**src/rtl/sepf_pkg.sv**
```systemverilog
package sepf_pkg;
    // Tap width and the three spatial taps (centre, distance 1, distance 2).
    localparam int          COEF_W   = 8;
    localparam int          NORM_SH  = COEF_W - 1;
    localparam int unsigned TAP_MID  = 48;
    localparam int unsigned TAP_NEAR = 32;
    localparam int unsigned TAP_FAR  = 8;
    localparam int          TAPS     = 5;
    localparam int          SLOTS    = TAPS - 1;

    // Which off-centre column is carried by each slot.
    typedef enum logic [1:0] {
        SLOT_C0 = 2'd0,
        SLOT_C1 = 2'd1,
        SLOT_C3 = 2'd2,
        SLOT_C4 = 2'd3
    } slot_e;

    // Sum of one direction's taps; equals 1 << NORM_SH with the defaults.
    function automatic int unsigned tap_total();
        return TAP_MID + 2 * TAP_NEAR + 2 * TAP_FAR;
    endfunction

    // Intermediate sum width for a DW-bit operand.
    function automatic int sum_width(input int dw);
        return dw + COEF_W + 2;
    endfunction
endpackage

```
**src/rtl/sepf_sym5.sv**
```systemverilog
// Five-tap mirror-symmetric weighted sum: pre-add, one multiply per tap, shift.
module sepf_sym5 import sepf_pkg::*; #(
    parameter int DW = 16
) (
    input  logic          clk,
    input  logic          rst,
    input  logic          chk,
    input  logic [DW-1:0] a0,
    input  logic [DW-1:0] a1,
    input  logic [DW-1:0] a2,
    input  logic [DW-1:0] a3,
    input  logic [DW-1:0] a4,
    output logic [DW-1:0] y
);
    localparam int SW = sum_width(DW);

    logic [SW-1:0] far_pair;
    logic [SW-1:0] near_pair;
    logic [SW-1:0] mid_term;
    logic [SW-1:0] total;

    always_comb begin
        far_pair  = SW'(a0) + SW'(a4);
        near_pair = SW'(a1) + SW'(a3);
        mid_term  = SW'(a2) * SW'(TAP_MID);
        total     = far_pair * SW'(TAP_FAR) + near_pair * SW'(TAP_NEAR) + mid_term;
    end

    assign y = DW'(total >> NORM_SH);

    // the normalised sum never needs more than DW bits
    p_no_overflow_r8: assert property (@(posedge clk) disable iff (rst)
        chk |-> (total >> (NORM_SH + DW)) == '0);
endmodule

```
**src/rtl/sepf_col_ctr.sv**
```systemverilog
// Centre column: mirrored pixels arrive on consecutive slots and are paired in time.
module sepf_col_ctr import sepf_pkg::*; #(
    parameter int DW = 16
) (
    input  logic          clk,
    input  logic          rst,
    input  logic          in_vld,
    input  logic [1:0]    in_slot,
    input  logic [DW-1:0] ctr_px,
    input  logic [DW-1:0] mid_px,
    output logic [DW-1:0] ccol_q
);
    localparam int SW = sum_width(DW);

    logic [DW-1:0]     hold_q;
    logic [DW-1:0]     mid_q;
    logic [SW-1:0]     acc_q;
    logic [COEF_W-1:0] tap_sel;
    logic [SW-1:0]     pair;
    logic [SW-1:0]     prod;
    logic [SW-1:0]     total;

    always_comb begin
        // A mirrored pair is complete only on slots 1 (rows 0+4) and 3 (rows 1+3).
        unique case (slot_e'(in_slot))
            SLOT_C1: tap_sel = COEF_W'(TAP_FAR);
            SLOT_C4: tap_sel = COEF_W'(TAP_NEAR);
            default: tap_sel = '0;
        endcase
        pair  = SW'(hold_q) + SW'(ctr_px);
        prod  = pair * SW'(tap_sel);
        total = acc_q + prod + SW'(mid_q) * SW'(TAP_MID);
    end

    always_ff @(posedge clk) begin
        if (rst) begin
            hold_q <= '0;
            mid_q  <= '0;
            acc_q  <= '0;
            ccol_q <= '0;
        end else if (in_vld) begin
            hold_q <= ctr_px;
            if (in_slot == SLOT_C0) begin
                acc_q <= prod;
                mid_q <= mid_px;
            end else begin
                acc_q <= acc_q + prod;
            end
            if (in_slot == SLOT_C4) begin
                ccol_q <= DW'(total >> NORM_SH);
            end
        end
    end

    // the unpaired slot 0 contributes nothing to a fresh accumulation
    p_even_slot_zero_r3: assert property (@(posedge clk) disable iff (rst)
        in_vld && in_slot == SLOT_C0 |=> acc_q == '0);

    // centre column total fits after renormalisation
    p_ctr_no_overflow_r8: assert property (@(posedge clk) disable iff (rst)
        in_vld && in_slot == SLOT_C4 |-> (total >> (NORM_SH + DW)) == '0);
endmodule

```
**src/rtl/sepf_row.sv**
```systemverilog
// Column shift register (arrival order) and the pixel-rate horizontal pass.
module sepf_row import sepf_pkg::*; #(
    parameter int DW = 16
) (
    input  logic          clk,
    input  logic          rst,
    input  logic          in_vld,
    input  logic [1:0]    in_slot,
    input  logic [DW-1:0] side_v,
    input  logic [DW-1:0] ccol,
    output logic          out_vld,
    output logic [DW-1:0] out_val
);
    logic [DW-1:0] sreg [SLOTS];
    logic          done_q;
    logic [DW-1:0] hsum;

    always_ff @(posedge clk) begin
        if (rst) begin
            sreg[0] <= '0;
        end else if (in_vld) begin
            sreg[0] <= side_v;
        end
    end

    for (genvar i = 1; i < SLOTS; i++) begin : g_shift
        always_ff @(posedge clk) begin
            if (rst) begin
                sreg[i] <= '0;
            end else if (in_vld) begin
                sreg[i] <= sreg[i-1];
            end
        end
    end

    // After slot 3: sreg[3]=col0, sreg[2]=col1, sreg[1]=col3, sreg[0]=col4.
    sepf_sym5 #(.DW(DW)) u_horiz (
        .clk (clk),
        .rst (rst),
        .chk (done_q),
        .a0  (sreg[3]),
        .a1  (sreg[2]),
        .a2  (ccol),
        .a3  (sreg[1]),
        .a4  (sreg[0]),
        .y   (hsum)
    );

    always_ff @(posedge clk) begin
        if (rst) begin
            done_q  <= 1'b0;
            out_vld <= 1'b0;
            out_val <= '0;
        end else begin
            done_q  <= in_vld && in_slot == SLOT_C4;
            out_vld <= done_q;
            if (done_q) begin
                out_val <= hsum;
            end
        end
    end

    // a completed column set is followed by the result strobe
    p_done_to_vld_r5: assert property (@(posedge clk) disable iff (rst)
        done_q |=> out_vld);

    // the strobe lasts one cycle
    p_vld_pulse_r5: assert property (@(posedge clk) disable iff (rst)
        out_vld |=> !out_vld);
endmodule

```
**src/rtl/sepf_pass.sv**
```systemverilog
// One complete separable pass: off-centre vertical, centre vertical, horizontal.
module sepf_pass import sepf_pkg::*; #(
    parameter int DW = 16
) (
    input  logic               clk,
    input  logic               rst,
    input  logic               in_vld,
    input  logic [1:0]         in_slot,
    input  logic [TAPS*DW-1:0] col,
    input  logic [DW-1:0]      ctr_px,
    input  logic [DW-1:0]      mid_px,
    output logic               out_vld,
    output logic [DW-1:0]      out_val
);
    logic [DW-1:0] side_v;
    logic [DW-1:0] ccol;

    sepf_sym5 #(.DW(DW)) u_vert (
        .clk (clk),
        .rst (rst),
        .chk (in_vld),
        .a0  (col[0*DW +: DW]),
        .a1  (col[1*DW +: DW]),
        .a2  (col[2*DW +: DW]),
        .a3  (col[3*DW +: DW]),
        .a4  (col[4*DW +: DW]),
        .y   (side_v)
    );

    sepf_col_ctr #(.DW(DW)) u_ctr (
        .clk     (clk),
        .rst     (rst),
        .in_vld  (in_vld),
        .in_slot (in_slot),
        .ctr_px  (ctr_px),
        .mid_px  (mid_px),
        .ccol_q  (ccol)
    );

    sepf_row #(.DW(DW)) u_row (
        .clk     (clk),
        .rst     (rst),
        .in_vld  (in_vld),
        .in_slot (in_slot),
        .side_v  (side_v),
        .ccol    (ccol),
        .out_vld (out_vld),
        .out_val (out_val)
    );
endmodule

```
**src/rtl/sep_spatial_filter.sv**
```systemverilog
module sep_spatial_filter import sepf_pkg::*; #(
    parameter int PIX_W = 16,
    parameter int CF_W  = 8
) (
    input  logic                  clk,
    input  logic                  rst,
    input  logic                  in_vld,
    input  logic [1:0]            in_slot,
    input  logic [TAPS*PIX_W-1:0] px_col,
    input  logic [PIX_W-1:0]      px_ctr,
    input  logic [PIX_W-1:0]      px_mid,
    input  logic [TAPS*CF_W-1:0]  cf_col,
    input  logic [CF_W-1:0]       cf_ctr,
    input  logic [CF_W-1:0]       cf_mid,
    output logic                  out_vld,
    output logic [PIX_W-1:0]      out_kernel,
    output logic [CF_W-1:0]       out_norm
);
    logic kern_vld;
    logic norm_vld;
    logic [1:0] last_slot_q;

    // Kernel path: range-weighted pixels.
    sepf_pass #(.DW(PIX_W)) u_kern (
        .clk     (clk),
        .rst     (rst),
        .in_vld  (in_vld),
        .in_slot (in_slot),
        .col     (px_col),
        .ctr_px  (px_ctr),
        .mid_px  (px_mid),
        .out_vld (kern_vld),
        .out_val (out_kernel)
    );

    // Normalisation path: identical structure on range coefficients.
    sepf_pass #(.DW(CF_W)) u_norm (
        .clk     (clk),
        .rst     (rst),
        .in_vld  (in_vld),
        .in_slot (in_slot),
        .col     (cf_col),
        .ctr_px  (cf_ctr),
        .mid_px  (cf_mid),
        .out_vld (norm_vld),
        .out_val (out_norm)
    );

    assign out_vld = kern_vld;

    always_ff @(posedge clk) begin
        if (rst) begin
            last_slot_q <= 2'd3;
        end else if (in_vld) begin
            last_slot_q <= in_slot;
        end
    end

    // valid beats walk the slots in order
    p_slot_order_r6: assert property (@(posedge clk) disable iff (rst)
        in_vld |-> in_slot == last_slot_q + 2'd1);

    // both paths deliver in the same cycle
    p_paths_aligned_r7: assert property (@(posedge clk) disable iff (rst)
        kern_vld == norm_vld);

    // outputs move only with the strobe
    p_out_hold_r5: assert property (@(posedge clk) disable iff (rst)
        !$stable(out_kernel) || !$stable(out_norm) |-> out_vld);
endmodule

```
**config.mk**
```make
export PLATFORM = sky130hd
export DESIGN_NAME = sep_spatial_filter
export DESIGN_NICKNAME = d
export VERILOG_FILES = /design/src/rtl/sepf_pkg.sv /design/src/rtl/sepf_sym5.sv /design/src/rtl/sepf_col_ctr.sv /design/src/rtl/sepf_row.sv /design/src/rtl/sepf_pass.sv /design/src/rtl/sep_spatial_filter.sv
export SDC_FILE = /design/constraint.sdc
export NUM_CORES = 1
export LEC_CHECK = 0
export BUFFER_PORTS_ARGS = -buffer_cell sky130_fd_sc_hd__buf_2
export CELL_PAD_IN_SITES_DETAIL_PLACEMENT = 1
export CELL_PAD_IN_SITES_GLOBAL_PLACEMENT = 1
export CORE_MARGIN = 2
export CORE_UTILIZATION = 43
export DETAILED_ROUTE_END_ITERATION = 16
export GPL_TIMING_DRIVEN = 0
export HOLD_SLACK_MARGIN = 0.15
export PLACE_DENSITY_LB_ADDON = 0.1
export REMOVE_ABC_BUFFERS = 1
export SYNTH_ARGS = -nofsm -noshare
export SYNTH_HDL_FRONTEND = slang
export SYNTH_HIERARCHICAL = 1
export SYNTH_SLANG_ARGS = --single-unit
```
**constraint.sdc**
```tcl
create_clock -name clk -period 6.6 [get_ports clk]
set_input_delay 0.33 -clock clk [delete_from_list [all_inputs] [get_ports clk]]
set_output_delay 0.33 -clock clk [all_outputs]
set_load 0.02 [all_outputs]
```
==> impl_metrics.yaml <==
place:
  dpl_worst_slack_ps: -1010
  place.detailed.instances: 3611
  gp_congestion: 0.861
  dp_hpwl_um: 49900
  numPortBuffers: 197
sta:
  final.period_utilization: 1.01
  finalWorstPathRequiredPeriod_ps: 6660
  timing_worst_slew_pin_value_ps: 1200
  clock.fmax_ghz: 0.150
  hold_viol_final: 0
  fin_worst_skew_ps: 27.9
  grt_setup_unrepaired: "yes"
  timing_max_transition_violations_final: 0
  totalNegativeSetupSlack_ps: -121
  worst_hold_slack_ps: 311
  slew_headroom: 0.200
  timing.final.setup_violations: 2
  worst_slack_ps: -64.6
synthesis:
  post_synth_instance_area_um2: 23900
  postSynthAreaPerCell_um2: 8.77
  yosysWarnings: 6
  netlist_instances: 2720
global_route:
  grt_antenna_before_repair: 4
  grtUsageTotal: 0.224
  globalRouteOverflowTotal: 0
  pin_count_of_the_biggest_net_entering_global_routing: 88
  number_of_global_route_vias_before_repair: 21600
  grt_pass1_wl_um: 106000
setup_path:
  slowest_stage: "sky130_fd_sc_hd__a221o_1"
  cp_slowest_stage_delay_ps: 380
  worstPathMaxFanout: 4
  setup_cp_type: "reg2reg"
  end_kind: "flop"
  crit_arrival_ps: 7160
  worst-endpoint-required_ps: 7100
  crit_path_frequent_cell: "sky130_fd_sc_hd__ha_4"
  critPathLaunchType: "flop"
route:
  dr_total_vias: 20600
  post_drt_via_cell_ratio: 5.43
  drtAntennaViolNets: 0
  dr.pass1.iters: 4
  finalWirelength_um: 67600
  drc: 0
  routedWlPerCell_um: 17.8
  drtIter0Drc: 768
floorplan:
  fp.dieW_um: 240
  floorplan.initialDensity: 0.434
  die_area_um2: 57400
  die_height_um: 240
  design.core.area_um2: 55000
  num_rows: 86
  io-pin-count: 198
clock_tree:
  clockRootBuffer: "sky130_fd_sc_hd__clkbuf_16"
  tritoncts.num_buffers: 30
  insertion_delay_ps: 590
  cts_max_level: 1
  cts_num_sinks: 227
  clock_tree.buffer_depth: 3
  cts_tree: "yes"
  worst_setup_hold_path_clk_slew_ps: 70
power_and_ir_drop:
  power_density_nw_per_um2: 286
  power.switching_fraction: 0.423
  power_frac_seq: 0.217
  cell_internal_pwr_w: 0.00478
  ir_drop_v: 0.000188
  leakagePower_nw: 13.5
  power.combinational.fraction: 0.593
  power.share.clock: 0.190
  p_switching_w: 0.00350
outcome:
  failed_checks: "negative setup slack"
  status: "finished, violations left"
job:
  max-cap-violations: 0
final_layout:
  final_layout_size_suffix_gt1_frac: 0.179
  instances_no_fill: 3804
  syn2layout_area_growth_pct: 21.1
  nNetsFinal: 3650
min_path:
  min_path_type: "in2reg"
-- path summary, 6_finish.rpt --
check                                       startpoint  cells past startpoint  slack (ps)                      end
worst max-delay path            u_kern/u_ctr/hold_q[1]                     31         -60  u_kern/u_ctr/ccol_q[15]
worst min-delay path                        in_slot[0]                      2         310      u_kern/u_row/done_q
worst max register to register  u_kern/u_ctr/hold_q[1]                     31         -60  u_kern/u_ctr/ccol_q[15]
worst min register to register   u_norm/u_ctr/acc_q[3]                      2         470    u_norm/u_ctr/acc_q[3]
-- area by class of cell --
cell class | instances | area (um2)
repair buffers | 331 | 2200
well taps | 748 | 936
flip-flops and latches | 227 | 5510
fillers | 6397 | 26100
diodes | 5 | 12.5
inverters | 216 | 811
clock inverters | 20 | 151
multi-input cells | 2221 | 18500
clock buffers | 36 | 783
-- registers in the layout, summed over array words and instances, names as in the netlist, 12 cells and up --
signal,cells
u_kern/u_ctr/mid_q,16
u_kern/u_ctr/ccol_q,16
u_kern/u_ctr/hold_q,16
u_kern/u_row/out_val,16
u_kern/u_ctr/acc_q,20
u_kern/u_row/sreg,64
u_norm/u_ctr/acc_q,12
u_norm/u_row/sreg,32
-- critical path: cells and delay by family (launching register included) --
family | cells | cell delay (ps)
compound gates | 13 | 2340
xor+xnor | 4 | 960
fa+ha+maj | 7 | 1930
buf+inv | 3 | 480
flops | 1 | 360
simple gates | 4 | 510
-- cells in the final DEF, fill, tap and decap left out, types with 12 or more instances in the layout --
master	instances
sky130_fd_sc_hd__ha_1	335
sky130_fd_sc_hd__nor2_1	241
sky130_fd_sc_hd__inv_1	215
sky130_fd_sc_hd__nand2_1	212
sky130_fd_sc_hd__buf_2	195
sky130_fd_sc_hd__a21oi_1	188
sky130_fd_sc_hd__dfxtp_1	129
sky130_fd_sc_hd__xnor2_1	121
sky130_fd_sc_hd__and2_1	97
sky130_fd_sc_hd__edfxtp_1	96
sky130_fd_sc_hd__xor2_1	94
sky130_fd_sc_hd__o21ai_0	82
sky130_fd_sc_hd__a21o_1	75
sky130_fd_sc_hd__buf_4	74
sky130_fd_sc_hd__fa_1	61
sky130_fd_sc_hd__mux2i_1	55
sky130_fd_sc_hd__dlygate4sd3_1	50
sky130_fd_sc_hd__ha_4	47
sky130_fd_sc_hd__nor3_1	40
sky130_fd_sc_hd__o21a_1	38
sky130_fd_sc_hd__nand3_1	36
sky130_fd_sc_hd__nor2b_1	35
sky130_fd_sc_hd__nand2b_1	31
sky130_fd_sc_hd__clkbuf_16	30
sky130_fd_sc_hd__o21bai_1	29
sky130_fd_sc_hd__a311oi_1	23
sky130_fd_sc_hd__a21oi_2	20
sky130_fd_sc_hd__or3_1	19
sky130_fd_sc_hd__a211oi_1	14
sky130_fd_sc_hd__o21ai_1	13
sky130_fd_sc_hd__o31a_1	13
sky130_fd_sc_hd__and3_1	13
sky130_fd_sc_hd__and2_2	13
sky130_fd_sc_hd__o21ai_2	12
sky130_fd_sc_hd__xnor2_2	12
sky130_fd_sc_hd__o211ai_1	12
sky130_fd_sc_hd__a31oi_1	12
-- power by group through the flow --
stage,registers (W),logic (W),clock network (W)
2_1_floorplan,0.00178,0.00337,0
3_3_place_gp,0.00181,0.00423,0
3_5_place_dp,0.00182,0.00441,0
4_1_cts,0.00179,0.00469,0.00162
5_1_grt,0.00181,0.00550,0.00168
6_report,0.00179,0.00491,0.00157
-- metal layers --
metal / global-route usage / part of all wire / vias to the layer above
met1: 0.297 / 0.46 / 10000
met3: 0.0239 / 0.030 / 106
met2: 0.389 / 0.48 / 274
met5: 0 / 0 / -
met4: 0.0502 / 0.024 / 0
li1: - / - / 10200
-- timing repair --
action / in CTS / in global routing
pin swaps: 52 / 104
setup endpoints to repair: 7 / 12
hold buffers: 50 / 0
endpoints found under the hold margin: 55 / 0
gates resized for setup: 80 / 129
buffers inserted: 52 / 30
-- per-stage QoR --
step                total power (W)  utilization  cell area, um2
CTS                         0.00810        0.507           27900
global placement            0.00603        0.463           25500
floorplan                   0.00515            -           23600
detailed placement          0.00623        0.465           25500
global route                0.00899        0.525           28900
finish                      0.00827        0.525           28900
Note: power is estimated with default switching activity, not from simulation.
